File: src/rtl/cas_demod_pkg.sv
package cas_demod_pkg;

    typedef enum logic [1:0] {
        CLS_ZERO = 2'd0,
        CLS_ONE  = 2'd1,
        CLS_ERR  = 2'd2
    } cycle_cls_e;

    typedef struct packed {
        logic vld;
        logic val;
        logic err;
    } bit_evt_t;

    function automatic cycle_cls_e classify_period(
        input int unsigned per,
        input int unsigned thr,
        input int unsigned lo_lim,
        input int unsigned hi_lim
    );
        if (per < lo_lim || per > hi_lim)
            return CLS_ERR;
        else if (per >= thr)
            return CLS_ZERO;
        else
            return CLS_ONE;
    endfunction

endpackage

File: src/rtl/cas_edge_filter.sv
module cas_edge_filter #(
    parameter int MIN_HIGH = 3
) (
    input  logic clk,
    input  logic rst,
    input  logic din,
    output logic rise_ok
);
    localparam int HW = $clog2(MIN_HIGH + 1);

    logic          s1, s2;
    logic [HW-1:0] hi_cnt;

    always_ff @(posedge clk) begin
        if (rst) begin
            s1      <= 1'b0;
            s2      <= 1'b0;
            hi_cnt  <= '0;
            rise_ok <= 1'b0;
        end else begin
            s1 <= din;
            s2 <= s1;
            if (!s2)
                hi_cnt <= '0;
            else if (hi_cnt != HW'(MIN_HIGH))
                hi_cnt <= hi_cnt + 1'b1;
            rise_ok <= s2 && (hi_cnt == HW'(MIN_HIGH - 1));
        end
    end

    AST_EDGE_SINGLE: assert property (@(posedge clk) disable iff (rst)
        rise_ok |=> !rise_ok);

endmodule

File: src/rtl/cas_period_meter.sv
module cas_period_meter
    import cas_demod_pkg::*;
#(
    parameter int P0_CYC = 64,
    parameter int P1_CYC = 32
) (
    input  logic     clk,
    input  logic     rst,
    input  logic     rise_ok,
    output bit_evt_t evt
);
    localparam int THR    = (P0_CYC + P1_CYC) / 2;
    localparam int LO_LIM = P1_CYC / 2;
    localparam int HI_LIM = (3 * P0_CYC) / 2;
    localparam int SAT    = HI_LIM + 1;
    localparam int CW     = $clog2(SAT + 1);

    logic [CW-1:0] cnt;
    logic          armed;
    cycle_cls_e    cls;

    always_comb cls = classify_period(int'(cnt) + 1, THR, LO_LIM, HI_LIM);

    always_ff @(posedge clk) begin
        if (rst) begin
            cnt   <= '0;
            armed <= 1'b0;
            evt   <= '0;
        end else begin
            evt <= '0;
            if (rise_ok) begin
                cnt   <= '0;
                armed <= 1'b1;
                if (armed) begin
                    evt.vld <= (cls != CLS_ERR);
                    evt.val <= (cls == CLS_ONE);
                    evt.err <= (cls == CLS_ERR);
                end
            end else if (cnt != CW'(SAT)) begin
                cnt <= cnt + 1'b1;
            end
        end
    end

    AST_BIT_OR_ERR: assert property (@(posedge clk) disable iff (rst)
        !(evt.vld && evt.err));

endmodule

File: src/rtl/cas_byte_framer.sv
module cas_byte_framer
    import cas_demod_pkg::*;
(
    input  logic       clk,
    input  logic       rst,
    input  bit_evt_t   evt,
    input  logic       sync_en,
    input  logic [7:0] sync_byte,
    output logic [7:0] byte_data,
    output logic       byte_stb,
    output logic       sync_found,
    output logic       aligned,
    output logic [7:0] chk_sum
);
    logic [7:0] sr, sr_n;
    logic [2:0] bcnt;
    logic       framing;

    always_comb begin
        sr_n    = {evt.val, sr[7:1]};
        framing = aligned || !sync_en;
    end

    always_ff @(posedge clk) begin
        if (rst) begin
            sr         <= '0;
            bcnt       <= '0;
            aligned    <= 1'b0;
            byte_data  <= '0;
            byte_stb   <= 1'b0;
            sync_found <= 1'b0;
            chk_sum    <= '0;
        end else begin
            byte_stb   <= 1'b0;
            sync_found <= 1'b0;
            if (evt.err) begin
                aligned <= 1'b0;
                bcnt    <= '0;
                sr      <= '0;
            end else if (evt.vld) begin
                sr <= sr_n;
                if (framing) begin
                    bcnt <= bcnt + 1'b1;
                    if (bcnt == 3'd7) begin
                        byte_stb  <= 1'b1;
                        byte_data <= sr_n;
                        chk_sum   <= chk_sum + sr_n;
                    end
                end else if (sr_n == sync_byte) begin
                    aligned    <= 1'b1;
                    sync_found <= 1'b1;
                    bcnt       <= '0;
                    chk_sum    <= '0;
                end
            end
        end
    end

    AST_STB_AFTER_BIT: assert property (@(posedge clk) disable iff (rst)
        byte_stb |-> $past(evt.vld));
    AST_SUM_STEP: assert property (@(posedge clk) disable iff (rst)
        byte_stb |-> chk_sum == 8'($past(chk_sum) + byte_data));
    AST_ERR_UNLOCK: assert property (@(posedge clk) disable iff (rst)
        evt.err |=> !aligned);
    AST_SYNC_LOCK: assert property (@(posedge clk) disable iff (rst)
        sync_found |-> aligned);

endmodule

File: src/rtl/cas_demod.sv
module cas_demod
    import cas_demod_pkg::*;
#(
    parameter int P0_CYC   = 64,
    parameter int P1_CYC   = 32,
    parameter int MIN_HIGH = 3
) (
    input  logic       clk,
    input  logic       rst,
    input  logic       cas_in,
    input  logic       sync_en,
    input  logic [7:0] sync_byte,
    output logic [7:0] byte_data,
    output logic       byte_stb,
    output logic       sync_found,
    output logic       bit_err,
    output logic       aligned,
    output logic [7:0] chk_sum
);
    logic     rise_ok;
    bit_evt_t evt;

    cas_edge_filter #(.MIN_HIGH(MIN_HIGH)) u_filt (
        .clk(clk), .rst(rst), .din(cas_in), .rise_ok(rise_ok)
    );

    cas_period_meter #(.P0_CYC(P0_CYC), .P1_CYC(P1_CYC)) u_meter (
        .clk(clk), .rst(rst), .rise_ok(rise_ok), .evt(evt)
    );

    cas_byte_framer u_frame (
        .clk(clk), .rst(rst), .evt(evt), .sync_en(sync_en),
        .sync_byte(sync_byte), .byte_data(byte_data), .byte_stb(byte_stb),
        .sync_found(sync_found), .aligned(aligned), .chk_sum(chk_sum)
    );

    assign bit_err = evt.err;

    AST_RESET_QUIET: assert property (@(posedge clk)
        rst |=> !byte_stb && !sync_found && !bit_err && !aligned);

endmodule

File: config.mk
export PLATFORM = sky130hd
export DESIGN_NAME = cas_demod
export DESIGN_NICKNAME = d
export VERILOG_FILES = /design/src/rtl/cas_demod_pkg.sv /design/src/rtl/cas_edge_filter.sv /design/src/rtl/cas_period_meter.sv /design/src/rtl/cas_byte_framer.sv /design/src/rtl/cas_demod.sv
export SDC_FILE = /design/constraint.sdc
export NUM_CORES = 1
export LEC_CHECK = 0
export ABC_AREA = 1
export BUFFER_PORTS_ARGS = -buffer_cell sky130_fd_sc_hd__buf_2
export CAP_MARGIN = 20
export CORE_MARGIN = 2
export CORE_UTILIZATION = 42
export CTS_CLUSTER_SIZE = 25
export DETAILED_ROUTE_END_ITERATION = 8
export GPL_TIMING_DRIVEN = 0
export PLACE_DENSITY = 0.65
export SYNTH_ARGS = -nofsm -noshare
export SYNTH_HDL_FRONTEND = slang
export SYNTH_SLANG_ARGS = --single-unit
export TNS_END_PERCENT = 10
File: constraint.sdc
create_clock -name clk -period 2.2 [get_ports clk]
set_input_delay 0.44 -clock clk [delete_from_list [all_inputs] [get_ports clk]]
set_output_delay 0.44 -clock clk [all_outputs]
set_load 0.01 [all_outputs]
==> metrics.txt <==
Startpoint Class flop; DP HPWL 3777 um; most common cell in the netlist nand2_1; final setup TNS 0 ns; die width 78.70 um; leading area contributor after synthesis dfxtp_1; initial antenna violation count 0; setup slack, reg-to-reg 0.32 ns; Max Fclk 532.3 MHz; Design Area, Final 2705 um^2; Slew HR 0.6560; H-tree levels 2; Area growth, synth to finish 15.43%; TritonCTS clock tree done; clk_lat worst skew 0.30 ns; Clock Tree Root clkbuf_8; Final Max Tran Viols 0; multi-input combinational cell area 1210 um^2; ANT cells 0; Setup Skew 0.01083 ns; Initial DRC Count 88; Slew @ Worst Pin 0.5140 ns; Die Height 78.70 um; Crit. End Element flop; LEAKAGE 1.290 nW; Netlist cell types 30; Max-Cap Viols 0; I/O pin count 32; final period utilization 0.8539; RR Endpoint u_frame.chk_sum[4]; # hold bufs at CTS 0; vias per cell 4.693; final net count 394; share of cells above drive strength 1 0.1685; Post-synth top flop dfxtp_1; clk buf depth 2; Routed Antenna Nets 0; placed insts 432; worst hold path type in -> reg; Final Critical Period 1.878 ns; number of fill cells in the layout 562; RD Place Congestion 0.8685; cells after synthesis 329; Setup Fix Bufs, Post-CTS 0; Worst Path Arrival 2.09 ns; Clk pin slew, worst setup/hold paths 0.09 ns; routed wire length 4899 um; port bufs 31; die footprint 6193 um^2; Initial Utilization 0.4309; WL/cell 11.13 um; gr ovfl total 0; hold_sp cas_in; Req. time, crit path 2.41 ns; Yosys warning total 0; Final Util 0.4974; Min-Delay Endpoint u_filt.s1; setup violators final 0; Resized cells post-CTS 0; final hold vios 0; vias in the first global route 1910; cells on worst reg2reg path 10; largest net degree at the start of global routing 17; Post-synth ARST share 0; DR pass1 iterations 5; Site Rows 27; share of the synthesized area in the top cell type 0.3844; status finished clean; sequential cell area 900.9 um^2; CP Max Fanout 4; Max VDD drop 0.0004023 V; Synth Register Bits 45; core outline area 5439 um^2; Crit Path Class reg -> reg; cell area after placement 2589 um^2; Hold WS 0.3280 ns; Pwr Density 574.0 nW/um^2; syn_area_per_cell 7.123 um^2; reg2reg start u_frame.sr[1]; syn nets 356; DRC Markers 0; Worst Hold Path Cells 3; first-pass GRT wire length 8576 um; top post-synthesis cells by area dfxtp_1 (38%), nand2_1 (10%), ha_1 (7.5%); all-layer global routing usage 0.1733; Post-synth EDFFs 0; Synth top cells by count nand2_1 (63), inv_1 (46), dfxtp_1 (45), nor2_1 (41), a21oi_1 (32); clock net sink count 45; Post-Syn Area 2343 um^2; register area share after synthesis 0.3844; RSZ-0062 raised after global routing false; Num CTS Buffers 5; non-filler instance count after layout 440; via count 2065
## registers in the layout, indices dropped and copies added (netlist names)
register and flops:
u_filt.rise_ok 1, u_frame.sync_found 1, u_frame.byte_data 8, u_meter.armed 1, u_meter.cnt 7, u_filt.s2 1, u_filt.s1 1, u_frame.bcnt 3
u_frame.aligned 1, u_frame.chk_sum 8, u_frame.byte_stb 1, u_meter.evt 3, u_frame.sr 7, u_filt.hi_cnt 2
## metal layers
layer,wire (um),global-route usage
met5,0,0
met4,99,0.05789
met3,133,0.03523
met2,2283,0.2872
met1,2382,0.2254
## report_power, final
part	leakage, nW	internal [mW]	switching [mW]
logic	0.868	0.0253	0.0433
clock network	0.0591	0.347	0.309
registers	0.363	0.821	0.00720
total	1.29	1.19	0.360
## through the flow
stage | setup WS, ns | power [mW]
5_1_grt | 0.1773 | 1.621
3_3_place_gp | 0.3491 | 0.9146
2_1_floorplan | 0.4694 | 0.8905
6_report | 0.3215 | 1.553
3_5_place_dp | 0.3438 | 0.9157
4_1_cts | 0.3188 | 1.569
## logic make-up (layout without fill, tap and decap cells)
family | after synthesis | in the layout | share of synthesized area
buffers and inverters | 58 | 97 | 0.09930
XOR/XNOR | 5 | 5 | 0.01869
AND/OR/NAND/NOR | 148 | 148 | 0.2803
adder cells (fa/ha/maj) | 15 | 15 | 0.08329
flip-flops | 45 | 45 | 0.3844
AO/OA/AOI/OAI | 58 | 58 | 0.1340
## how the worst max path moves through the flow
stage	slack [ns]	from	to	depth (start not counted)
final	0.32	u_frame.sr[1]	u_frame.chk_sum[4]	10
after global routing	0.18	u_frame.sr[1]	u_frame.chk_sum[4]	10
after CTS	0.32	u_frame.sr[1]	u_frame.chk_sum[4]	10
after detailed placement	0.34	u_frame.sr[1]	u_frame.chk_sum[4]	10
after global placement	0.35	u_frame.sr[1]	u_frame.chk_sum[4]	10
after floorplan	0.47	u_frame.chk_sum[0]	u_frame.chk_sum[4]	10
## cells in the final DEF (no fill, tap or decap), drive strengths merged, types with 8 or more instances in the layout
master,instances
nand2,65
inv,54
dfxtp,45
nor2,44
a21oi,34
buf,34
nand3,25
o21ai,22
ha,14
clkbuf,8
## layout make-up
cell class,count,area share
Multi-Input combinational cell,226,0.4473
Buffer,6,0.01388
Clock buffer,5,0.02544
Tap cell,72,0.03330
Inverter,52,0.07216
Clock inverter,3,0.01758
Sequential cell,45,0.3330
Timing Repair Buffer,31,0.05735
## worst max-delay path, cell delays in order, from the launching register on
cell and delay, ns:
dfxtp_1 0.41, ha_1 0.20, inv_1 0.05, fa_1 0.40, inv_1 0.13, a21oi_1 0.09, or2_2 0.27, nand3_1 0.06
nand3_1 0.07, nand2_1 0.06, nor2_1 0.05
(Power assumes the default switching activity.)
